### src/rtl/usbtx_pkg.sv
package usbtx_pkg;

    localparam int BYTE_W    = 8;
    localparam int FIELD_W   = 7;
    localparam int CNT_W     = 4;
    localparam int STALL_BIT = 6;
    localparam int OE_BIT    = 5;
    localparam int SEQ_BIT   = 4;
    localparam int N_PATHS   = 2;

    localparam int ADR_CTL0  = 'h6;
    localparam int ADR_CTL1  = 'h7;
    localparam int ADR_FIFO0 = 'h8;
    localparam int ADR_FIFO1 = 'hA;
    localparam int ADR_BUF   = 'hB;

    typedef enum logic [1:0] {
        RSP_NONE  = 2'd0,
        RSP_NAK   = 2'd1,
        RSP_STALL = 2'd2,
        RSP_DATA  = 2'd3
    } resp_e;

    typedef enum logic [1:0] {
        S_IDLE     = 2'd0,
        S_REPLY    = 2'd1,
        S_WAIT_ACK = 2'd2
    } txst_e;

endpackage

### src/rtl/usbtx_ep_ctrl.sv
module usbtx_ep_ctrl
    import usbtx_pkg::*;
(
    input  logic               clk,
    input  logic               rst_n,
    input  logic               wr_en,
    input  logic [FIELD_W-1:0] wdata,
    input  logic               clr_oe,
    output logic [FIELD_W-1:0] ctrl_q
);

    logic [FIELD_W-1:0] ctrl_nxt;

    always_comb begin
        ctrl_nxt = wr_en ? wdata : ctrl_q;
        if (clr_oe) begin
            ctrl_nxt[OE_BIT] = 1'b0;
        end
    end

    always_ff @(posedge clk) begin
        if (!rst_n) begin
            ctrl_q <= '0;
        end else begin
            ctrl_q <= ctrl_nxt;
        end
    end

    // a hardware clear always leaves the enable low afterwards
    p_oe_cleared_r6: assert property (@(posedge clk) disable iff (!rst_n)
        clr_oe |=> !ctrl_q[OE_BIT]);

    // the register only changes through a write or a clear
    p_ctrl_hold_r2: assert property (@(posedge clk) disable iff (!rst_n)
        (!wr_en && !clr_oe) |=> $stable(ctrl_q));

endmodule

### src/rtl/usbtx_fifo.sv
module usbtx_fifo
    import usbtx_pkg::*;
#(
    parameter int DEPTH = 8,
    parameter int PTR_W = $clog2(DEPTH)
) (
    input  logic              clk,
    input  logic              rst_n,
    input  logic              acc_wr,
    input  logic              acc_rd,
    input  logic [BYTE_W-1:0] wdata,
    input  logic              ptr_clr,
    output logic [BYTE_W-1:0] rdata,
    output logic [PTR_W-1:0]  ptr_q,
    input  logic [PTR_W-1:0]  sie_idx,
    output logic [BYTE_W-1:0] sie_data
);

    localparam logic [PTR_W-1:0] LAST = PTR_W'(DEPTH - 1);

    logic [BYTE_W-1:0] mem [DEPTH];
    logic [PTR_W-1:0]  ptr_nxt;

    always_comb begin
        ptr_nxt = ptr_q;
        if (ptr_clr) begin
            ptr_nxt = '0;
        end else if (acc_wr || acc_rd) begin
            ptr_nxt = (ptr_q == LAST) ? '0 : ptr_q + PTR_W'(1);
        end
    end

    always_ff @(posedge clk) begin
        if (!rst_n) begin
            ptr_q <= '0;
        end else begin
            ptr_q <= ptr_nxt;
        end
    end

    for (genvar i = 0; i < DEPTH; i++) begin : g_slot
        always_ff @(posedge clk) begin
            if (!rst_n) begin
                mem[i] <= '0;
            end else if (acc_wr && ptr_q == PTR_W'(i)) begin
                mem[i] <= wdata;
            end
        end
    end

    assign rdata    = mem[ptr_q];
    assign sie_data = mem[sie_idx];

    // every access moves the pointer
    p_ptr_moves_r8: assert property (@(posedge clk) disable iff (!rst_n)
        ((acc_wr || acc_rd) && !ptr_clr) |=> (ptr_q != $past(ptr_q)));

    // without access or clear, the pointer holds
    p_ptr_idle_r11: assert property (@(posedge clk) disable iff (!rst_n)
        (!acc_wr && !acc_rd && !ptr_clr) |=> $stable(ptr_q));

    // a reset strobe leaves the pointer at zero
    p_ptr_clr_r9: assert property (@(posedge clk) disable iff (!rst_n)
        ptr_clr |=> (ptr_q == '0));

endmodule

### src/rtl/usbtx_resp_fsm.sv
module usbtx_resp_fsm
    import usbtx_pkg::*;
(
    input  logic               clk,
    input  logic               rst_n,
    input  logic               in_tok_valid,
    input  logic [1:0]         in_tok_ep,
    input  logic [FIELD_W-1:0] ctrl0,
    input  logic [FIELD_W-1:0] ctrl1,
    input  logic               xfer_ok,
    input  logic               xfer_fail,
    output logic               resp_valid,
    output logic [1:0]         resp_code,
    output logic               resp_data1,
    output logic [CNT_W-1:0]   resp_len,
    output logic               sel_q,
    output logic [N_PATHS-1:0] clr_oe
);

    txst_e              state, state_nxt;
    resp_e              code_q;
    logic               tok_sel;
    logic [FIELD_W-1:0] tok_ctrl;
    resp_e              tok_code;

    assign tok_sel  = (in_tok_ep != 2'd0);
    assign tok_ctrl = tok_sel ? ctrl1 : ctrl0;

    always_comb begin
        if (tok_ctrl[STALL_BIT]) begin
            tok_code = RSP_STALL;
        end else if (tok_ctrl[OE_BIT]) begin
            tok_code = RSP_DATA;
        end else begin
            tok_code = RSP_NAK;
        end
    end

    // next-state logic
    always_comb begin
        state_nxt = state;
        unique case (state)
            S_IDLE:     if (in_tok_valid) state_nxt = S_REPLY;        // tok_seen
            S_REPLY:    state_nxt = (code_q == RSP_DATA) ? S_WAIT_ACK // to_wait
                                                         : S_IDLE;    // to_idle
            S_WAIT_ACK: if (xfer_ok || xfer_fail) state_nxt = S_IDLE; // ack_ok / ack_fail
            default:    state_nxt = S_IDLE;
        endcase
    end

    // state register
    always_ff @(posedge clk) begin
        if (!rst_n) begin
            state <= S_IDLE;
        end else begin
            state <= state_nxt;
        end
    end

    // outputs: snapshot taken at token time, strobes decoded from state
    always_ff @(posedge clk) begin
        if (!rst_n) begin
            code_q     <= RSP_NONE;
            resp_data1 <= 1'b0;
            resp_len   <= '0;
            sel_q      <= 1'b0;
        end else if (state == S_IDLE && in_tok_valid) begin
            code_q     <= tok_code;
            resp_data1 <= tok_ctrl[SEQ_BIT];
            resp_len   <= tok_ctrl[CNT_W-1:0];
            sel_q      <= tok_sel;
        end
    end

    always_comb begin
        resp_valid = (state == S_REPLY);
        resp_code  = resp_valid ? code_q : RSP_NONE;
        clr_oe     = '0;
        if (state == S_WAIT_ACK && xfer_ok) begin
            clr_oe[sel_q] = 1'b1;
        end
    end

    // the response is a single-cycle pulse
    p_pulse_r5: assert property (@(posedge clk) disable iff (!rst_n)
        resp_valid |=> !resp_valid);

    // stall wins over everything
    p_stall_r3: assert property (@(posedge clk) disable iff (!rst_n)
        (state == S_IDLE && in_tok_valid && tok_ctrl[STALL_BIT])
        |=> (resp_code == RSP_STALL));

    // neither stall nor enable gives NAK
    p_nak_r4: assert property (@(posedge clk) disable iff (!rst_n)
        (state == S_IDLE && in_tok_valid && !tok_ctrl[STALL_BIT] && !tok_ctrl[OE_BIT])
        |=> (resp_code == RSP_NAK));

    // a transfer outcome always returns to idle
    p_ack_idle_r6: assert property (@(posedge clk) disable iff (!rst_n)
        (state == S_WAIT_ACK && (xfer_ok || xfer_fail)) |=> (state == S_IDLE));

endmodule

### src/rtl/usb_tx_buf_ctrl.sv
module usb_tx_buf_ctrl
    import usbtx_pkg::*;
#(
    parameter int ADDR_W     = 4,
    parameter int FIFO_DEPTH = 8,
    parameter int IDX_W      = $clog2(FIFO_DEPTH)
) (
    input  logic              clk,
    input  logic              rst_n,
    input  logic [ADDR_W-1:0] reg_addr,
    input  logic              reg_wr,
    input  logic              reg_rd,
    input  logic [BYTE_W-1:0] reg_wdata,
    output logic [BYTE_W-1:0] reg_rdata,
    input  logic              ctl_rx_block,
    input  logic              in_tok_valid,
    input  logic [1:0]        in_tok_ep,
    input  logic              xfer_ok,
    input  logic              xfer_fail,
    input  logic              ctl_setup_out_ok,
    output logic              resp_valid,
    output logic [1:0]        resp_code,
    output logic              resp_data1,
    output logic [CNT_W-1:0]  resp_len,
    input  logic [IDX_W-1:0]  sie_rd_idx,
    output logic [BYTE_W-1:0] sie_rd_data
);

    localparam logic [ADDR_W-1:0] A_CTL [N_PATHS] = '{ADDR_W'(ADR_CTL0), ADDR_W'(ADR_CTL1)};
    localparam logic [ADDR_W-1:0] A_FIFO[N_PATHS] = '{ADDR_W'(ADR_FIFO0), ADDR_W'(ADR_FIFO1)};
    localparam logic [ADDR_W-1:0] A_BUF = ADDR_W'(ADR_BUF);

    logic [FIELD_W-1:0] ctrl_w    [N_PATHS];
    logic [BYTE_W-1:0]  fifo_rd_w [N_PATHS];
    logic [BYTE_W-1:0]  sie_w     [N_PATHS];
    logic [IDX_W-1:0]   ptr_w     [N_PATHS];
    logic [N_PATHS-1:0] ctl_wr, fifo_wr, fifo_rd, ptr_clr, hw_clr, clr_from_fsm;
    logic               sel_q;

    for (genvar g = 0; g < N_PATHS; g++) begin : g_path
        logic wr_gate;
        if (g == 0) begin : g_ctl
            assign wr_gate = !ctl_rx_block;
            assign hw_clr[g] = clr_from_fsm[g] | ctl_setup_out_ok;
        end else begin : g_shr
            assign wr_gate = 1'b1;
            assign hw_clr[g] = clr_from_fsm[g];
        end

        assign ctl_wr[g]  = reg_wr && reg_addr == A_CTL[g];
        assign fifo_wr[g] = reg_wr && reg_addr == A_FIFO[g] && wr_gate;
        assign fifo_rd[g] = reg_rd && reg_addr == A_FIFO[g];
        assign ptr_clr[g] = reg_wr && reg_addr == A_BUF && reg_wdata[g];

        usbtx_ep_ctrl u_ctrl (
            .clk    (clk),
            .rst_n  (rst_n),
            .wr_en  (ctl_wr[g]),
            .wdata  (reg_wdata[FIELD_W-1:0]),
            .clr_oe (hw_clr[g]),
            .ctrl_q (ctrl_w[g])
        );

        usbtx_fifo #(.DEPTH(FIFO_DEPTH), .PTR_W(IDX_W)) u_fifo (
            .clk      (clk),
            .rst_n    (rst_n),
            .acc_wr   (fifo_wr[g]),
            .acc_rd   (fifo_rd[g]),
            .wdata    (reg_wdata),
            .ptr_clr  (ptr_clr[g]),
            .rdata    (fifo_rd_w[g]),
            .ptr_q    (ptr_w[g]),
            .sie_idx  (sie_rd_idx),
            .sie_data (sie_w[g])
        );
    end

    usbtx_resp_fsm u_fsm (
        .clk          (clk),
        .rst_n        (rst_n),
        .in_tok_valid (in_tok_valid),
        .in_tok_ep    (in_tok_ep),
        .ctrl0        (ctrl_w[0]),
        .ctrl1        (ctrl_w[1]),
        .xfer_ok      (xfer_ok),
        .xfer_fail    (xfer_fail),
        .resp_valid   (resp_valid),
        .resp_code    (resp_code),
        .resp_data1   (resp_data1),
        .resp_len     (resp_len),
        .sel_q        (sel_q),
        .clr_oe       (clr_from_fsm)
    );

    always_comb begin
        reg_rdata = '0;
        for (int p = 0; p < N_PATHS; p++) begin
            if (reg_addr == A_CTL[p])  reg_rdata = {1'b0, ctrl_w[p]};
            if (reg_addr == A_FIFO[p]) reg_rdata = fifo_rd_w[p];
        end
    end

    assign sie_rd_data = sie_w[sel_q];

    // a blocked write leaves the control-endpoint pointer alone
    p_rx_block_r10: assert property (@(posedge clk) disable iff (!rst_n)
        (reg_wr && reg_addr == A_FIFO[0] && ctl_rx_block) |=> $stable(ptr_w[0]));

    // a SETUP/OUT accept never touches the shared-port register
    p_setup_only_ep0_r7: assert property (@(posedge clk) disable iff (!rst_n)
        (ctl_setup_out_ok && !ctl_wr[1] && !clr_from_fsm[1]) |=> $stable(ctrl_w[1]));

endmodule

### config.mk
export PLATFORM = sky130hd
export DESIGN_NAME = usb_tx_buf_ctrl
export DESIGN_NICKNAME = d
export VERILOG_FILES = /design/src/rtl/usbtx_pkg.sv /design/src/rtl/usbtx_ep_ctrl.sv /design/src/rtl/usbtx_fifo.sv /design/src/rtl/usbtx_resp_fsm.sv /design/src/rtl/usb_tx_buf_ctrl.sv
export SDC_FILE = /design/constraint.sdc
export NUM_CORES = 1
export LEC_CHECK = 0
export ABC_AREA = 1
export BUFFER_PORTS_ARGS = -buffer_cell sky130_fd_sc_hd__clkbuf_2
export CAP_MARGIN = 25
export CORE_ASPECT_RATIO = 2
export CORE_MARGIN = 5
export CORE_UTILIZATION = 60
export CTS_CLUSTER_DIAMETER = 120
export DETAILED_ROUTE_END_ITERATION = 16
export PLACE_DENSITY = 0.8
export SYNTH_ARGS = -nofsm -noshare
export SYNTH_HDL_FRONTEND = slang
export SYNTH_SLANG_ARGS = --single-unit
### constraint.sdc
create_clock -name clk -period 4.3 [get_ports clk]
set_clock_uncertainty 0.15 [all_clocks]
set_input_delay 1.29 -clock clk [delete_from_list [all_inputs] [get_ports clk]]
set_output_delay 1.29 -clock clk [all_outputs]
set_load 0.02 [all_outputs]
==> results.ini, run 1 <==
[placed_design]
place_congestion=0.988
io_buffer_count=49
pre_cts_slack_ps=263
post-dp-hpwl_mm=19.3

[global_route]
grt_usage_pct=30.3
antenna_found_initial=0
grt_first_pass_wirelength_mm=40.8
grt_pass1_vias=7765
grt_max_degree=65
gr-total-overflow=0

[floorplanning]
die_area_um2=17800
fp-row-count=63
start_util_pct=61.0
die_width_um=96.8
core_area_um2=14800
dieHeight_um=184
io_pins=50

[clock_tree]
cts_hold_buffers=0
cts_buffers=17
cts_setup_buffers=0
cts_max_level=4
cts_resized=0
cts.sinks=164
clk_latency_ps=440
clockRootBuffer=clkbuf_16
cts_tree=built
clk_path_buf_depth=2
clk_pin_slew_ps=60

[yosys]
synth.avg_cell_area_um2=8.03
yosysUniqueCellTypes=32
netlist_instances=1125
syn_area_um2=9040
ys_seq_area_share_pct=50.5
syn_nets=1163
yosysWarningCount=0
ys_ff_latch=164

[setup_path]
r2r_slack_ps=2330
crit_path_top_delay_cell=nor2_2
worst_setup_path_end_kind=primary output
critPathTopFamily=simple AND/OR/NAND/NOR gates
cp_data_required_time_ps=2860
arrival_ps=2640
path_class=in2out
cp-start-kind=primary input
path_buf_inv=3
crit_chain=clkbuf_2 > inv_1 > nand2_2 > nor2_2 > nand3_1 > nand4_1 > clkbuf_2
max_stage_delay_ps=450
crit_fanout=9
crit_top_cell=clkbuf_2

[sta]
rsz0062_at_grt=no
fin_setup_tns_ps=0
worst_pin_slew_ps=950
hold_viol=0
maxSlewViolCount=0
fin_crit_ps=4080
fmax_ghz=0.245
relSlewSlack_pct=36.4
fin_crit_sh_pct=94.8
finalSetupViolCount=0
whs_ps=323
fin_ws_ps=225

[drt]
ant_nets=0
first_pass_iters=5
wl_per_cell_um=19.7
vias=8071
drt-initial-drc-count=772
drc=0
drt-vias-per-instance=5.97
wirelength_mm=26.7

[pwr]
ir_drop_v=0.000327
leakage_nw=4.15
powerDensity_nw_per_um2=361

[hold_path]
hold_class=reg2reg

[final_layout]
antennaDiodeCount=0
area_growth_pct=10.5
drive_above_1_share_pct=9.59
nets=1182

[outcome]
status=finished, final reports clean

[job]
drv_cap=0

-- tightest hold or removal path, stage by stage (launching register included) --
cell and delay (ps):
dfxtp_1 300, inv_1 60, a211oi_1 60
-- kinds of logic (layout without fill, tap and decap cells) --
family,count (synthesis),in the layout,synth area share (%)
AO/OA/AOI/OAI,180,180,11.4
AND/OR/NAND/NOR,556,556,27.3
buffers and inverters,213,245,9.04
adder cells (fa/ha/maj),12,12,1.66
flip-flops,164,164,50.5
-- path summary, 6_finish.rpt --
check | from | to | depth (start not counted)
max | reg_addr[2] | reg_rdata[3] | 7
min | u_fsm.code_q[1]$_SDFFE_PN0P_ | u_fsm.code_q[1]$_SDFFE_PN0P_ | 2
max reg2reg | g_path[0].u_fifo.ptr_q[2]$_SDFFE_PP0P_ | g_path[0].u_fifo.mem[3][5]$_SDFFCE_PN0P_ | 4
min reg2reg | u_fsm.code_q[1]$_SDFFE_PN0P_ | u_fsm.code_q[1]$_SDFFE_PN0P_ | 2
-- flip-flops by register name, indices dropped and copies added (netlist names), named ones only --
| register | cells |
|---|---|
| u_fsm.resp_data1 | 1 |
| u_fsm.code_q | 2 |
| u_fsm.state | 2 |
| u_fsm.resp_len | 4 |
| g_path.u_ctrl.ctrl_q | 14 |
| u_fsm.sel_q | 1 |
| g_path.u_fifo.mem | 128 |
| g_path.u_fifo.ptr_q | 6 |
-- where the power goes --
group	switching (mW)	internal [mW]	total (mW)
Sequential	0.0300	1.76	1.79
Clock	0.611	0.821	1.43
Combinational	0.282	0.106	0.389
-- layout make-up --
| cell class | instances | area, um^2 |
|---|---|---|
| Multi-Input combinational cell | 748 | 3650 |
| Tap cell | 195 | 244 |
| Clock inverter | 9 | 80.1 |
| Inverter | 145 | 544 |
| Fill cell | 1286 | 4840 |
| Sequential cell | 164 | 4560 |
| Clock buffer | 23 | 468 |
| Timing Repair Buffer | 68 | 428 |
-- per-layer routing --
metal  part of all wire, %  vias to the layer above  global-route usage, %
met5                     0                        -                      0
met4                   9.7                        0                   27.5
met3                   7.3                      151                   5.62
met2                    52                      454                   54.6
met1                    31                     3685                   28.6
li1                      -                     3781                      -
-- metrics by stage --
step	std cells	power (mW)	util [%]	instance area, um^2
3_5_place_dp	1320	2.20	63.7	9440
6_report	1352	3.61	67.4	9980
5_1_grt	1352	3.70	67.4	9980
4_1_cts	1352	3.59	67.4	9980
3_3_place_gp	1320	2.19	63.7	9440
2_1_floorplan	1125	2.05	-	9040
-- layout by cell type (no fill, tap or decap), types with 3 or more instances in the layout --
cell type	synthesis	final
o21ai_1	3	3
a21oi_1	63	63
dfxtp_1	36	36
ha_1	12	12
nor2_1	183	183
o211ai_1	49	49
nand2_1	200	200
buf_12	0	3
nand4_1	14	14
clkbuf_1	57	4
o21ai_0	61	61
clkbuf_2	0	48
nand3_1	138	138
buf_4	1	17
nand4_4	5	5
clkinvlp_4	0	3
inv_1	143	143
clkbuf_16	0	17
edfxtp_1	128	128
clkinv_2	0	3
-- cell usage after synthesis --
library cell  number  share of area (%)
nand2_1          200                8.3
nor2_1           183                7.6
inv_1            143                5.9
nand3_1          138                7.6
edfxtp_1         128                 43
a21oi_1           63                3.5
o21ai_0           61                3.4
clkbuf_1          57                2.4
o211ai_1          49                4.1
dfxtp_1           36                8.0
nand4_1           14               0.97
ha_1              12                1.7
buf_2              5               0.28
nand4_4            5                1.2
buf_1              4               0.17
o21ai_1            3               0.17
a211oi_1           2               0.17
nand2_2            2               0.14
nand3_2            2               0.22
nand3_4            2               0.39
nand3b_1           2               0.17
nor2b_1            2               0.14
nor3_1             2               0.11
o31ai_1            2               0.17
buf_4              1              0.083
buf_6              1               0.12
clkinv_1           1              0.041
inv_2              1              0.041
nor2_2             1              0.069
nor2_4             1               0.12
nor3_2             1               0.11
nor3_4             1               0.18
(Power assumes the default switching activity.)
==> run 2, diff against run 1 <==
- RECOVER_POWER: unset -> 50
==> run 2 against run 1 <==
Compared with the run above:
- total power down 0.23%
- sequential power about the same
- non-clock buffer count unchanged
- largest power group unchanged
- hold slack about the same
- die area unchanged
- combinational power down 2%
- critical endpoint is now reg_rdata[6]
- critical path type unchanged
- global-route usage unchanged
- via count down 0.41%
- sequential cell count unchanged
- design area down 1.5%
==> results.ini, run 2 (synthesis gave the netlist of run 1 again) <==
[clock_tree]
cts_tree=built  ; unchanged
cts_setup_buffers=0  ; unchanged
clk_latency_ps=440  ; about the same
cts_buffers=17  ; unchanged
cts_max_level=4  ; unchanged
clk_pin_slew_ps=60  ; about the same
cts.sinks=164  ; unchanged
cts_resized=0  ; unchanged
cts_hold_buffers=0  ; unchanged
clockRootBuffer=clkbuf_16  ; unchanged
clk_path_buf_depth=2  ; unchanged

[global_route]
gr-total-overflow=0  ; unchanged
antenna_found_initial=0  ; unchanged
grt_max_degree=65  ; unchanged
grt_pass1_vias=7765  ; unchanged
grt_first_pass_wirelength_mm=40.8  ; unchanged
grt_usage_pct=30.3  ; unchanged

[pwr]
ir_drop_v=0.000324  ; was 0.000327 V
comb_power_share_pct=10.6  ; was 10.8%
total_power_mw=3.60  ; was 3.61 mW
internal_power_mw=2.68  ; about the same
powerDensity_nw_per_um2=366  ; was 361 nW/um^2
switching_share_pct=25.5  ; was 25.6%
leakage_nw=4.07  ; was 4.15 nW
pwr-share-seq_pct=49.6  ; was 49.5%
switchingPower_mw=0.919  ; was 0.923 mW
power_frac_clock_pct=39.8  ; was 39.7%

[sta]
finalSetupViolCount=0  ; unchanged
fin_crit_sh_pct=95.9  ; was 94.8%
relSlewSlack_pct=38.0  ; was 36.4%
fmax_ghz=0.242  ; was 0.245 GHz
fin_crit_ps=4130  ; was 4080 ps
whs_ps=323  ; about the same
worst_pin_slew_ps=926  ; was 950 ps
maxSlewViolCount=0  ; unchanged
hold_viol=0  ; unchanged
fin_setup_tns_ps=0  ; unchanged
rsz0062_at_grt=no  ; unchanged

[drt]
drc=0  ; unchanged
ant_nets=0  ; unchanged
drt-vias-per-instance=5.95  ; was 5.97
wirelength_mm=26.8  ; was 26.7 mm
drt-initial-drc-count=762  ; was 772
first_pass_iters=6  ; was 5
wl_per_cell_um=19.8  ; was 19.7 um
vias=8038  ; was 8,071

[placed_design]
place_congestion=0.988  ; unchanged
placed_area_um2=9440  ; unchanged
io_buffer_count=49  ; unchanged
post-dp-hpwl_mm=19.3  ; unchanged

[floorplanning]
die_width_um=96.8  ; unchanged
dieHeight_um=184  ; unchanged
die_area_um2=17800  ; unchanged
core_area_um2=14800  ; unchanged
start_util_pct=61.0  ; unchanged
fp-row-count=63  ; unchanged
io_pins=50  ; unchanged

[setup_path]
r2r_slack_ps=2320  ; was 2330 ps
cp-start-kind=primary input  ; unchanged
arrival_ps=2690  ; was 2640 ps
path_class=in2out  ; unchanged
cp_data_required_time_ps=2860  ; about the same
worst_setup_path_end_kind=primary output  ; unchanged
crit_fanout=9  ; unchanged

[final_layout]
largest_reg_flops=128  ; unchanged
finalInstanceArea_um2=9840  ; was 9980 um^2
fin_util_pct=66.4  ; was 67.4%
drive_above_1_share_pct=7.35  ; was 9.59%
nets=1182  ; unchanged
final_cell_mix=nand2_1 (202), nor2_1 (183), inv_1 (144), nand3_1 (142), edfxtp_1 (128)  ; was nand2_1 (200), nor2_1 (183), inv_1 (143), nand3_1 (138), edfxtp_1 (128)
fillerInstances=1317  ; was 1,286
ff_latch_area_um2=4560  ; unchanged
multi_input_area_um2=3540  ; was 3650 um^2
area_growth_pct=8.85  ; was 10.5%
largest_registers=g_path.u_fifo.mem: 128 flops, g_path.u_ctrl.ctrl_q: 14 flops, g_path.u_fifo.ptr_q: 6 flops  ; unchanged
mostFrequentLayoutCell=nand2_1  ; unchanged
regMostFlops=g_path.u_fifo.mem  ; unchanged
antennaDiodeCount=0  ; unchanged

[outcome]
status=finished, final reports clean  ; unchanged

[hold_path]
hold_class=reg2reg  ; unchanged

[job]
drv_cap=0  ; unchanged

-- run 2: changes by cell type in the layout (fill, tap and decap cells not counted), sizes merged --
cell,previous run,this run
buf,20,14
clkbuf,71,77
-- run 2: power groups by stage --
stage | combinational (mW) | sequential (mW) | clock [mW]
2_1_floorplan | 0.244 | 1.81 | 0
3_3_place_gp | 0.375 | 1.82 | 0
3_5_place_dp | 0.381 | 1.82 | 0
4_1_cts | 0.382 | 1.79 | 1.43
5_1_grt | 0.411 | 1.79 | 1.50
6_report | 0.382 | 1.79 | 1.43
-- run 2: area by class of cell --
class                           count  area share (%)
Clock buffer                       23            4.76
Sequential cell                   164            46.4
Clock inverter                      9           0.814
Inverter                          145            5.53
Timing Repair Buffer               68            4.02
Multi-Input combinational cell    748            36.0
Tap cell                          195            2.48
-- run 2: metal layers --
layer,vias up,GRT usage [%],share of wire [%]
met5,-,0,0
li1,3786,-,-
met1,3691,28.6,31
met2,408,54.6,52
met3,153,5.62,6.8
met4,0,27.5,9.6
-- run 2: worst max-delay path, cell delays in order --
cell and delay [ps]:
clkbuf_2 80, inv_1 100, nand2_1 130, nor2_2 460, nand3_1 270, nand4_1 170
clkbuf_2 180
-- run 2: metrics by stage --
stage	cells	setup WS, ps
finish	1352	174
global route	1352	71.4
detailed placement	1320	263
CTS	1352	262
global placement	1320	290
floorplan	1125	583
-- run 2: path summary, 6_finish.rpt --
path                                                            endpoint  cells after the start                               startpoint
worst max-delay path                                        reg_rdata[6]                      7                              reg_addr[2]
worst min-delay path             g_path[0].u_ctrl.ctrl_q[5]$_SDFFE_PP0P_                      2  g_path[0].u_ctrl.ctrl_q[5]$_SDFFE_PP0P_
worst max register to register  g_path[0].u_fifo.mem[2][1]$_SDFFCE_PN0P_                      5   g_path[0].u_fifo.ptr_q[0]$_SDFFE_PP0P_
worst min register to register   g_path[0].u_ctrl.ctrl_q[5]$_SDFFE_PP0P_                      2  g_path[0].u_ctrl.ctrl_q[5]$_SDFFE_PP0P_
